--- config.mk ---
export PLATFORM = sky130hd
export DESIGN_NAME = bus_recov_seq
export DESIGN_NICKNAME = d
export VERILOG_FILES = /design/src/rtl/bus_recov_pkg.sv /design/src/rtl/bus_recov_timer.sv /design/src/rtl/bus_recov_fsm.sv /design/src/rtl/bus_recov_drv.sv /design/src/rtl/bus_recov_seq.sv
export SDC_FILE = /design/constraint.sdc
export NUM_CORES = 1
export LEC_CHECK = 0
export BUFFER_PORTS_ARGS = -buffer_cell sky130_fd_sc_hd__buf_2
export CAP_MARGIN = 20
export CORE_ASPECT_RATIO = 0.75
export CORE_MARGIN = 1.5
export CORE_UTILIZATION = 59
export DETAILED_ROUTE_END_ITERATION = 10
export PLACE_DENSITY = 0.77
export SYNTH_ARGS = -nofsm -noshare
export SYNTH_HDL_FRONTEND = slang
export SYNTH_SLANG_ARGS = --single-unit
--- constraint.sdc ---
create_clock -name clk_i -period 2.84 [get_ports clk_i]
set_clock_uncertainty 0.2 [all_clocks]
set_input_delay 0.426 -clock clk_i [delete_from_list [all_inputs] [get_ports clk_i]]
set_output_delay 0.426 -clock clk_i [all_outputs]
set_load 0.02 [all_outputs]
--- src/rtl/bus_recov_pkg.sv ---
package bus_recov_pkg;

  typedef enum logic [3:0] {
    PH_IDLE,
    PH_PRE,    // both released, start setup
    PH_ST1,    // first start, SDA low, SCL high
    PH_DROP,   // SCL falls, SDA still low
    PH_LOW,    // SCL low, SDA released
    PH_HIGH,   // dummy clock high
    PH_RSU,    // SCL back high before second start
    PH_ST2,    // second start hold
    PH_SSU,    // stop setup
    PH_FREE,   // bus free after stop
    PH_DONE
  } phase_e;

  typedef struct packed {
    logic scl_pull;
    logic sda_pull;
  } pull_t;

  function automatic int unsigned max2(input int unsigned a, input int unsigned b);
    return (a > b) ? a : b;
  endfunction

  function automatic int unsigned max6(input int unsigned a, input int unsigned b,
                                       input int unsigned c, input int unsigned d,
                                       input int unsigned e, input int unsigned f);
    return max2(max2(max2(a, b), max2(c, d)), max2(e, f));
  endfunction

  function automatic pull_t phase_pulls(input phase_e ph);
    pull_t p;
    p.scl_pull = (ph == PH_DROP) || (ph == PH_LOW);
    p.sda_pull = (ph == PH_ST1) || (ph == PH_DROP) || (ph == PH_ST2) || (ph == PH_SSU);
    return p;
  endfunction

endpackage

--- src/rtl/bus_recov_timer.sv ---
module bus_recov_timer #(
  parameter int unsigned CW = 8
) (
  input  logic          clk_i,
  input  logic          rst_ni,
  input  logic          load_i,
  input  logic [CW-1:0] load_val_i,
  output logic          expired_o
);

  logic [CW-1:0] cnt_q;

  always_ff @(posedge clk_i or negedge rst_ni) begin
    if (!rst_ni)              cnt_q <= '0;
    else if (load_i)          cnt_q <= load_val_i;
    else if (cnt_q != '0)     cnt_q <= cnt_q - 1'b1;
  end

  assign expired_o = (cnt_q == '0);

endmodule

--- src/rtl/bus_recov_fsm.sv ---
module bus_recov_fsm
  import bus_recov_pkg::*;
#(
  parameter int unsigned START_SU_CYC = 60,
  parameter int unsigned START_HD_CYC = 60,
  parameter int unsigned SCL_LO_CYC   = 130,
  parameter int unsigned SCL_HI_CYC   = 60,
  parameter int unsigned STOP_SU_CYC  = 60,
  parameter int unsigned BUS_FREE_CYC = 130,
  parameter int unsigned DUMMY_CLKS   = 9,
  parameter int unsigned CW           = 8
) (
  input  logic          clk_i,
  input  logic          rst_ni,
  input  logic          start_i,
  input  logic          expired_i,
  output logic          load_o,
  output logic [CW-1:0] load_val_o,
  output phase_e        phase_o
);

  localparam int unsigned PCW = $clog2(DUMMY_CLKS + 1);

  // load values are length-1; bus-free gets one extra cycle to cover the pin register
  localparam logic [CW-1:0] SU_LD   = CW'(START_SU_CYC - 1);
  localparam logic [CW-1:0] HD_LD   = CW'(START_HD_CYC - 1);
  localparam logic [CW-1:0] LO_LD   = CW'(SCL_LO_CYC - 1);
  localparam logic [CW-1:0] HI_LD   = CW'(SCL_HI_CYC - 1);
  localparam logic [CW-1:0] STO_LD  = CW'(STOP_SU_CYC - 1);
  localparam logic [CW-1:0] FREE_LD = CW'(BUS_FREE_CYC);
  localparam logic [PCW-1:0] PULSES = PCW'(DUMMY_CLKS);

  phase_e         phase_q, phase_d;
  logic [PCW-1:0] pcnt_q, pcnt_d;
  logic [CW-1:0]  val_d;

  always_comb begin
    phase_d = phase_q;
    pcnt_d  = pcnt_q;
    val_d   = '0;
    unique case (phase_q)
      PH_IDLE: begin
        pcnt_d = '0;
        if (start_i) begin
          phase_d = PH_PRE;
          val_d   = SU_LD;
        end
      end
      PH_PRE:  if (expired_i) begin phase_d = PH_ST1;  val_d = HD_LD; end
      PH_ST1:  if (expired_i) begin phase_d = PH_DROP; val_d = '0;    end
      PH_DROP: if (expired_i) begin phase_d = PH_LOW;  val_d = LO_LD; end
      PH_LOW: begin
        if (expired_i) begin
          if (pcnt_q == PULSES) begin
            phase_d = PH_RSU;
            val_d   = SU_LD;
          end else begin
            phase_d = PH_HIGH;
            val_d   = HI_LD;
          end
        end
      end
      PH_HIGH: begin
        if (expired_i) begin
          phase_d = PH_LOW;
          val_d   = LO_LD;
          pcnt_d  = pcnt_q + 1'b1;
        end
      end
      PH_RSU:  if (expired_i) begin phase_d = PH_ST2;  val_d = HD_LD;   end
      PH_ST2:  if (expired_i) begin phase_d = PH_SSU;  val_d = STO_LD;  end
      PH_SSU:  if (expired_i) begin phase_d = PH_FREE; val_d = FREE_LD; end
      PH_FREE: if (expired_i) begin phase_d = PH_DONE; val_d = '0;      end
      PH_DONE: phase_d = PH_IDLE;
      default: phase_d = PH_IDLE;
    endcase
  end

  always_ff @(posedge clk_i or negedge rst_ni) begin
    if (!rst_ni) begin
      phase_q <= PH_IDLE;
      pcnt_q  <= '0;
    end else begin
      phase_q <= phase_d;
      pcnt_q  <= pcnt_d;
    end
  end

  assign load_o     = (phase_d != phase_q);
  assign load_val_o = val_d;
  assign phase_o    = phase_q;

endmodule

--- src/rtl/bus_recov_drv.sv ---
module bus_recov_drv
  import bus_recov_pkg::*;
(
  input  logic   clk_i,
  input  logic   rst_ni,
  input  phase_e phase_i,
  output logic   scl_pull_o,
  output logic   sda_pull_o
);

  pull_t pull_d, pull_q;

  assign pull_d = phase_pulls(phase_i);

  // registered so pad enables are glitch free
  always_ff @(posedge clk_i or negedge rst_ni) begin
    if (!rst_ni) pull_q <= '0;
    else         pull_q <= pull_d;
  end

  assign scl_pull_o = pull_q.scl_pull;
  assign sda_pull_o = pull_q.sda_pull;

endmodule

--- src/rtl/bus_recov_seq.sv ---
module bus_recov_seq
  import bus_recov_pkg::*;
#(
  parameter int unsigned START_SU_CYC = 60,
  parameter int unsigned START_HD_CYC = 60,
  parameter int unsigned SCL_LO_CYC   = 130,
  parameter int unsigned SCL_HI_CYC   = 60,
  parameter int unsigned STOP_SU_CYC  = 60,
  parameter int unsigned BUS_FREE_CYC = 130,
  parameter int unsigned DUMMY_CLKS   = 9
) (
  input  logic clk_i,
  input  logic rst_ni,
  input  logic start_i,
  output logic busy_o,
  output logic done_o,
  output logic scl_pull_o,
  output logic sda_pull_o
);

  localparam int unsigned MAX_LD = max6(START_SU_CYC, START_HD_CYC, SCL_LO_CYC,
                                        SCL_HI_CYC, STOP_SU_CYC, BUS_FREE_CYC);
  localparam int unsigned CW = (MAX_LD < 2) ? 1 : $clog2(MAX_LD + 1);

  logic          load;
  logic [CW-1:0] load_val;
  logic          expired;
  phase_e        phase;

  bus_recov_timer #(.CW(CW)) u_timer (
    .clk_i      (clk_i),
    .rst_ni     (rst_ni),
    .load_i     (load),
    .load_val_i (load_val),
    .expired_o  (expired)
  );

  bus_recov_fsm #(
    .START_SU_CYC (START_SU_CYC),
    .START_HD_CYC (START_HD_CYC),
    .SCL_LO_CYC   (SCL_LO_CYC),
    .SCL_HI_CYC   (SCL_HI_CYC),
    .STOP_SU_CYC  (STOP_SU_CYC),
    .BUS_FREE_CYC (BUS_FREE_CYC),
    .DUMMY_CLKS   (DUMMY_CLKS),
    .CW           (CW)
  ) u_fsm (
    .clk_i      (clk_i),
    .rst_ni     (rst_ni),
    .start_i    (start_i),
    .expired_i  (expired),
    .load_o     (load),
    .load_val_o (load_val),
    .phase_o    (phase)
  );

  bus_recov_drv u_drv (
    .clk_i      (clk_i),
    .rst_ni     (rst_ni),
    .phase_i    (phase),
    .scl_pull_o (scl_pull_o),
    .sda_pull_o (sda_pull_o)
  );

  assign busy_o = (phase != PH_IDLE);
  assign done_o = (phase == PH_DONE);

endmodule

# Word-level counts from Yosys, hierarchy flattened
# Index checks and enable logic that the tools add are counted.
# totals
register_bits	18
latchBits	0
mem_bits_rw	0
mem_bits_ro	0
input_bits	3
output_inout_bits	4
wordCells	53
memories	0
# op_classes
addsub	2
multipliers	0
div	0
order_cmp	0
n_eq_ne	13
shifts	0
n_mux	20
bitwise	0
n_reduce_logical	13
# op_table
op	n
two-way mux 4 bit	10
one-hot mux 4 bit (9 select lines)	1
two-way mux 8 bit	4
one-hot mux 8 bit (4 select lines)	1
equality test 4 x 3 -> 1 bit (second input constant)	4
equality test 4 bit (second input constant)	4
two-way mux 6 bit	2
equality test 4 x 2 -> 1 bit (second input constant)	2
zero test 8 bit	1
one-hot mux 4 bit (2 select lines)	1
nonzero test 8 bit	1
subtractor 8 x 1 -> 8 bit (second input constant)	1
adder 4 x 1 -> 4 bit (second input constant)	1
equality test 4 x 1 -> 1 bit (second input constant)	1
zero test 4 bit	1
logical OR 1 bit	4
inequality test 4 bit	1
nonzero test 2 bit	2
nonzero test 4 bit	1
OR reduction 4 bit	1
two-way mux 2 bit	1
inequality test 2 bit (second input constant)	1
AND reduction 2 bit	1
OR reduction 2 bit	1

# Logic depth before layout (Yosys ltp)
# Gate-level depths: netlist (run 1).
# logic_depth
ltp_word	6
mapped_depth	8
mapped_depth_nobuf	7

# Modules after synthesis
# Synthesis (run 1) repeated with hierarchy kept, for this count alone.
# unflattened
hier_cells	146
area_unflattened_um2	1262.5
# by_module_without_submodules
module	n_inst	cells_each	area_each_um2	seq_area_each_um2
bus_recov_fsm	1	82	663.1	200.2
bus_recov_timer	1	54	476.7	200.2
bus_recov_drv	1	8	102.6	50.0
bus_recov_seq	1	2	20.0	0.0

# Least setup slack after synthesis (run 1)
# No wires, ideal clock.
# synth_path
path_kind	reg2reg
startpoint	reg u_timer.cnt_q[0]
endpoint	reg u_timer.cnt_q[6]
setup_ns	0.119
arrival_ns	1.778
t_required_ns	2.521
setup_slack_ns	0.743
path_stages_with_launch	9
path_buffers	1
synth_period_minus_slack_ns	2.097
path_cell_list	dfrtp_1 > inv_1 > ha_1 > nor4bb_1 > nand3_1 > and2_1 > and3_1 > buf_6 > and2_1
# synth_via
elab_chain_cells	5
word_cells_on_any_way	16
cone_classes	add/sub (1); eq/ne (1); mux (11); reduce/logical (3)
# synth_lines
element	line_no	source
from (decl)	bus_recov_timer.sv:11	logic [CW-1:0] cnt_q;
from (signal assigned)	bus_recov_timer.sv:15	else if (load_i) cnt_q <= load_val_i;
from (signal assigned)	bus_recov_timer.sv:16	else if (cnt_q != '0) cnt_q <= cnt_q - 1'b1;
zero test 8 bit	bus_recov_timer.sv:19	assign expired_o = (cnt_q == '0);
two-way mux 4 bit, or another cell as far along	bus_recov_fsm.sv:73	PH_FREE: if (expired_i) begin phase_d = PH_DONE; val_d = '0; end
one-hot mux 4 bit (9 select lines)	bus_recov_fsm.sv:41	unique case (phase_q)
inequality test 4 bit	bus_recov_fsm.sv:89	assign load_o = (phase_d != phase_q);
two-way mux 8 bit / nonzero test 2 bit (equally long branches)	n/a	
# Several ways; a longest one is shown, not always the timed one. The select of a mux whose other input is x is not followed.
# A chain may end at the register's enable or synchronous reset.

# Final worst setup path (run 1)
# layout_path
startpoint	reg u_timer.cnt_q[3]
endpoint	reg u_timer.cnt_q[5]
# Same word-level chain as after synthesis.

==> run metrics, run 1 <==
mapped cell area 0.001256 mm²; Final Setup Violations 0; area grow syn2layout 6.873%; Yosys top cell area share 0.3586; Chip Height 42.96 µm; FP Rows 14; nets 153; clk_lat worst skew 0.29 ns; final hold vios 0; synth unique cells 48; Synth Flop Type dfrtp_1; Yosys warning total 0; post-synthesis cell count 140; vias in the first global route 989; gr ovfl total 0; via/cell ratio 6.682; Net Sw Frac 0.2054; cell area power density 315.9 mW/mm²; syn_area_per_cell 8.973 µm²; Via Count 1136; Setup Slack @ Placement 0.4853 ns; # Post-CTS Setup Buffers 0; synth cell count leaders dfrtp_1 (18), nor2_1 (12), nand2_1 (10); port bufs 6; 1st-iter DRT viols 59; Detail Route Antenna Nets 0; Crit Path Max Fanout 6; Setup crit end kind register; Clk pin slew, worst setup/hold paths 0.10 ns; n_diodes 0; worst path arrival time 2.42 ns; Synth Net Count 146; unrepaired setup endpoints after global routing false; GRT Total Usage 0.2451; sw power 87.09 µW; Setup TNS 0 ns; Remaining DRCs 0; most common cell in the netlist dfrtp_1; CTS Buffer Depth 2; Cell Int Power 337.0 µW; Critical Path RT 2.86 ns; Root Driver clkbuf_4; share of cells above drive strength 1 0.1438; worst hold path class reg2reg; final wirelength 2.761 mm; Clk pwr share 0.375; Max Slew Vio Count 0; fin crit share 0.8459; Combinational Power Share 0.021; Setup CP Type reg2reg; leakage 0.0006041 µW; clock buffer count from CTS 3; worst vdd ir 297.3 µV; #FFs+latches synth 18; power consumption 424.1 µW; crit path launch type register; CTS Hold Bufs 1; I/O pin count 7; Max Cap Violations 0; Max Fclk 416.3 MHz; register area share after synthesis 0.3586; CTS resizes 0; DP HPWL 2.008 mm; DR pass1 iterations 4; leading area contributor after synthesis dfrtp_1; Slew Limit Headroom 0.5177; min Tclk post-route 2.402 ns; Hold Worst Slack 0.3758 ns; Die Wd 56.28 µm; CTS H-tree depth 1; final worst slack 0.4376 ns; Synth area leaders dfrtp_1 (36%), o21ai_0 (3.6%), nor2_1 (3.6%); core footprint 0.002014 mm²; CTS tree yes; largest net degree at the start of global routing 23; Die Footprint 0.002418 mm²; Final GP Congestion 0.8697; global-route wire length before repair 4.478 mm; Post-synth EDFFs 0; outcome finished clean; Worst-Margin Slew 0.7212 ns; initial antenna violation count 0; clk sink count 18; Initial Util 0.6236; Seq pwr share 0.604; DR WL/cell 16.24 µm; async set-reset flop share out of synthesis 1.000
==> logic make-up after synthesis <==
| logic type | after synthesis | share of synthesized area |
|---|---|---|
| buffers and inverters | 14 | 0.05179 |
| AND/OR/NAND/NOR | 59 | 0.2829 |
| multiplexers | 2 | 0.01594 |
| adder cells (fa/ha/maj) | 3 | 0.02988 |
| flip-flops | 18 | 0.3586 |
| AO/OA/AOI/OAI | 36 | 0.2052 |
| XOR/XNOR | 8 | 0.05578 |
==> registers in the layout, summed over array words and instances (netlist names) <==
name	cells
u_fsm.pcnt_q	4
u_drv.sda_pull_o	1
u_drv.scl_pull_o	1
u_fsm.phase_o	4
u_timer.cnt_q	8
==> stage by stage <==
step / instances / utilization / cell area [µm²]
global route: 170 / 0.6665 / 1343
finish: 170 / 0.6665 / 1343
CTS: 170 / 0.6665 / 1343
detailed placement: 165 / 0.6435 / 1296
global placement: 165 / 0.6435 / 1296
floorplan: 140 / - / 1256
==> final cells by class <==
cell class | count | area (µm²)
fillers | 170 | 671.9
inverters | 6 | 22.52
well taps | 24 | 30.03
multi-input cells | 108 | 740.7
clock buffers | 4 | 36.28
flip-flops and latches | 18 | 450.4
repair buffers | 10 | 62.56
==> worst max-delay path, stage by stage (launching register included) <==
cell and delay, ns:
dfrtp_1 0.46, nor4_2 0.58, nand3_1 0.14, o32ai_1 0.67, a41oi_1 0.09, a21oi_1 0.17
==> power by group through the flow <==
stage	Sequential (µW)	Combinational, µW	Clock [µW]
6_report	256	9.06	159
3_5_place_dp	261	8.41	0
5_1_grt	256	11.1	172
2_1_floorplan	261	1.19	0
3_3_place_gp	261	8.06	0
4_1_cts	256	9.50	162
==> path summary, 6_finish.rpt <==
path | from | end | slack (ns) | depth (start not counted)
worst max-delay path | u_timer.cnt_q[3] | u_timer.cnt_q[5] | 0.44 | 5
worst min register to register | u_fsm.pcnt_q[3] | u_fsm.pcnt_q[3] | 0.38 | 2
max in group asynchronous | rst_ni | u_timer.cnt_q[7] | 1.77 | 2
worst min-delay path | u_fsm.pcnt_q[3] | u_fsm.pcnt_q[3] | 0.38 | 2
min in group asynchronous | rst_ni | u_drv.scl_pull_o | 0.39 | 2
worst max register to register | u_timer.cnt_q[3] | u_timer.cnt_q[5] | 0.44 | 5
==> per-layer routing <==
layer  vias to the layer above  part of all wire  GRT usage
met5                         -                 0          0
met2                        62              0.46     0.3953
met3                         4             0.095    0.06707
met4                         0            0.0087    0.05714
met1                       536              0.44     0.3314
li1                        534                 -          -
==> placed cells by master, fill, tap and decap left out, types with 2 or more instances in the layout <==
master	synthesis	final
buf_2	1	6
nor3_4	2	2
a41oi_1	3	3
o31ai_1	2	2
nand4_1	3	3
clkbuf_4	0	3
and2_1	2	2
nor2_1	12	12
xor2_1	5	5
buf_4	1	3
a21oi_1	8	8
dfrtp_1	18	18
o41ai_2	2	2
nor3_1	4	4
inv_1	5	5
nor4_1	2	2
nand2b_1	3	3
nand2_1	10	10
nor3b_1	2	2
and3_1	2	2
xnor2_1	3	3
nand3_1	5	5
o32ai_1	2	2
a31oi_1	2	2
o21ai_0	9	9
nor2b_1	2	2
ha_1	3	3
mux2i_1	2	2
a22oi_1	2	2
No activity file was read; power rests on OpenSTA's default activity.
==> inputs of run 2 (changes only) <==
--- a/config.mk
+++ b/config.mk
@@ -9,9 +9,9 @@
 export CAP_MARGIN = 20
 export CORE_ASPECT_RATIO = 0.75
 export CORE_MARGIN = 1.5
-export CORE_UTILIZATION = 59
+export CORE_UTILIZATION = 54
 export DETAILED_ROUTE_END_ITERATION = 10
-export PLACE_DENSITY = 0.77
+export PLACE_DENSITY = 0.75
 export SYNTH_ARGS = -nofsm -noshare
 export SYNTH_HDL_FRONTEND = slang
 export SYNTH_SLANG_ARGS = --single-unit
==> constraint.sdc (replaced) <==
create_clock -name clk_i -period 2.15 [get_ports clk_i]
set_clock_uncertainty 0.2 [all_clocks]
set_input_delay 0.3225 -clock clk_i [delete_from_list [all_inputs] [get_ports clk_i]]
set_output_delay 0.3225 -clock clk_i [all_outputs]
set_load 0.02 [all_outputs]
==> run 2 against run 1 <==
- the flow now finishes with violations (setup timing)
- non-clock buffer count up 17
- wire length up 9.6%
- worst setup slack got worse by 0.45 ns
- total power grew 33%
- sequential share of layout area decreased by 3.6 points
==> run metrics, run 2 (same netlist as run 1, synthesis figures left out) <==
Clk pin slew, worst setup/hold paths 0.11 ns; worst path arrival time 2.18 ns; I/O pin count 7; Setup Slack @ Placement 0.05537 ns; worst hold path class in2async; FP Rows 14; clk_lat worst skew 0.30 ns; Critical Path RT 2.17 ns; global-route wire length before repair 5.002 mm; initial antenna violation count 0; Max Fclk 462.6 MHz; crit path launch type register; vias in the first global route 1079; origin of the critical flop-to-flop path u_timer.cnt_q[3]; reg2reg path depth 6; nets 170; commonest non-fill, non-tap cell in the layout buf_4; CTS Buffer Depth 2; RR Endpoint u_timer.cnt_q[0]; gr ovfl total 0; Chip Height 44.77 µm; Hold Worst Slack 0.2779 ns; Slew Limit Headroom 0.6449; Crit Path Max Fanout 9; largest net degree at the start of global routing 19; DP HPWL 2.247 mm; Max Slew Vio Count 0; CP Cell Sequence or4_4, nor3_4, buf_4, nand3_1, o21a_1, o21ai_0; outcome finished, violations left; Die Wd 58.70 µm; final hold vios 0; commonest non-fill, non-tap cells in the layout buf_4 (20), dfrtp_1 (18), nor2_1 (12); Initial Util 0.5976; Final Setup Violations 2; clock buffer count from CTS 3; final worst slack -0.01167 ns; clk sink count 18; FILL cells 148; area grow syn2layout 19.82%; CTS H-tree depth 1; final core occ 0.7161; Reg2Reg Setup Slack -0.01 ns; Worst-Margin Slew 0.5286 ns; Root Driver clkbuf_4; max reg flops 8; worst vdd ir 301.1 µV; Via Count 1194; Reg with most FFs u_timer.cnt_q; via/cell ratio 6.385; area of the multi-input gates 772.0 µm²; Final GP Congestion 0.9086; failing checks setup timing; 1st-iter DRT viols 55; port bufs 6; n_diodes 0; Setup crit end kind register; Seq. cell area 450.4 µm²; Die Footprint 0.002628 mm²; fin crit share 1.005; CTS tree yes; final wirelength 3.026 mm; Remaining DRCs 0; cell count after placement 179; Setup CP Type reg2reg; min Tclk post-route 2.162 ns; fin cells 187; slowest stage delay, CP 0.59 ns; leakage 0.0006813 µW; power consumption 564.4 µW; unrepaired setup endpoints after global routing true; DR WL/cell 16.18 µm; DR pass1 iterations 4; cell area power density 375.0 mW/mm²; Detail Route Antenna Nets 0; share of cells above drive strength 1 0.2699; Max Cap Violations 0; GRT Total Usage 0.2596; slowest cell on the critical path or4_4; core footprint 0.002102 mm²
==> run 2: power by group <==
part	internal, µW	switching [µW]	total (µW)	leakage (µW)
combinational	3.56	8.56	12.1	0.000428
clock	103	111	214	0.0000210
sequential	338	0	338	0.000232
==> run 2: final cells by class <==
class,count,share of cell area
clock buffers,4,0.02411
inverters,6,0.01746
multi-input cells,108,0.5129
repair buffers,27,0.1264
flip-flops and latches,18,0.2993
well taps,24,0.01995
==> run 2: timing repair <==
| item | 4_1_cts | 5_1_grt |
|---|---|---|
| hold endpoints to repair | 18 | 0 |
| buffers inserted | 0 | 3 |
| pin swaps | 0 | 2 |
| hold buffers | 1 | 0 |
| resized for setup | 1 | 6 |
| endpoints found under the setup margin | 1 | 14 |
==> run 2: layer usage <==
layer  global-route usage  up-vias  routed length (µm)
met1               0.3729      567                1415
met3              0.06017        7                 210
li1                     -      569                   -
met2               0.4022       51                1361
met5                    0        -                   0
met4              0.06364        0                  39
==> run 2: worst max path at each step <==
stage | from | to | slack [ns]
finish | u_timer.cnt_q[3] | u_timer.cnt_q[0] | -0.01
CTS | u_timer.cnt_q[3] | u_timer.cnt_q[0] | 0.02
floorplan | u_timer.cnt_q[0] | u_timer.cnt_q[6] | 0.05
global placement | u_timer.cnt_q[3] | u_fsm.phase_o[1] | 0.07
global route | u_timer.cnt_q[3] | u_fsm.phase_o[1] | -0.06
detailed placement | u_timer.cnt_q[3] | u_fsm.pcnt_q[1] | 0.06
==> run 2: critical path: cells and delay by family, from the launching register on <==
kind / cells / cell delay, ns
compound gates: 2 / 0.27
buf+inv: 1 / 0.22
flops: 1 / 0.40
simple gates: 3 / 1.00
==> run 2: through the flow <==
| stage | cell area (µm²) | TNS (ns) |
|---|---|---|
| floorplan | 1256 | 0 |
| global placement | 1401 | 0 |
| detailed placement | 1401 | 0 |
| CTS | 1454 | 0 |
| global route | 1505 | -0.2351 |
| finish | 1505 | -0.01434 |
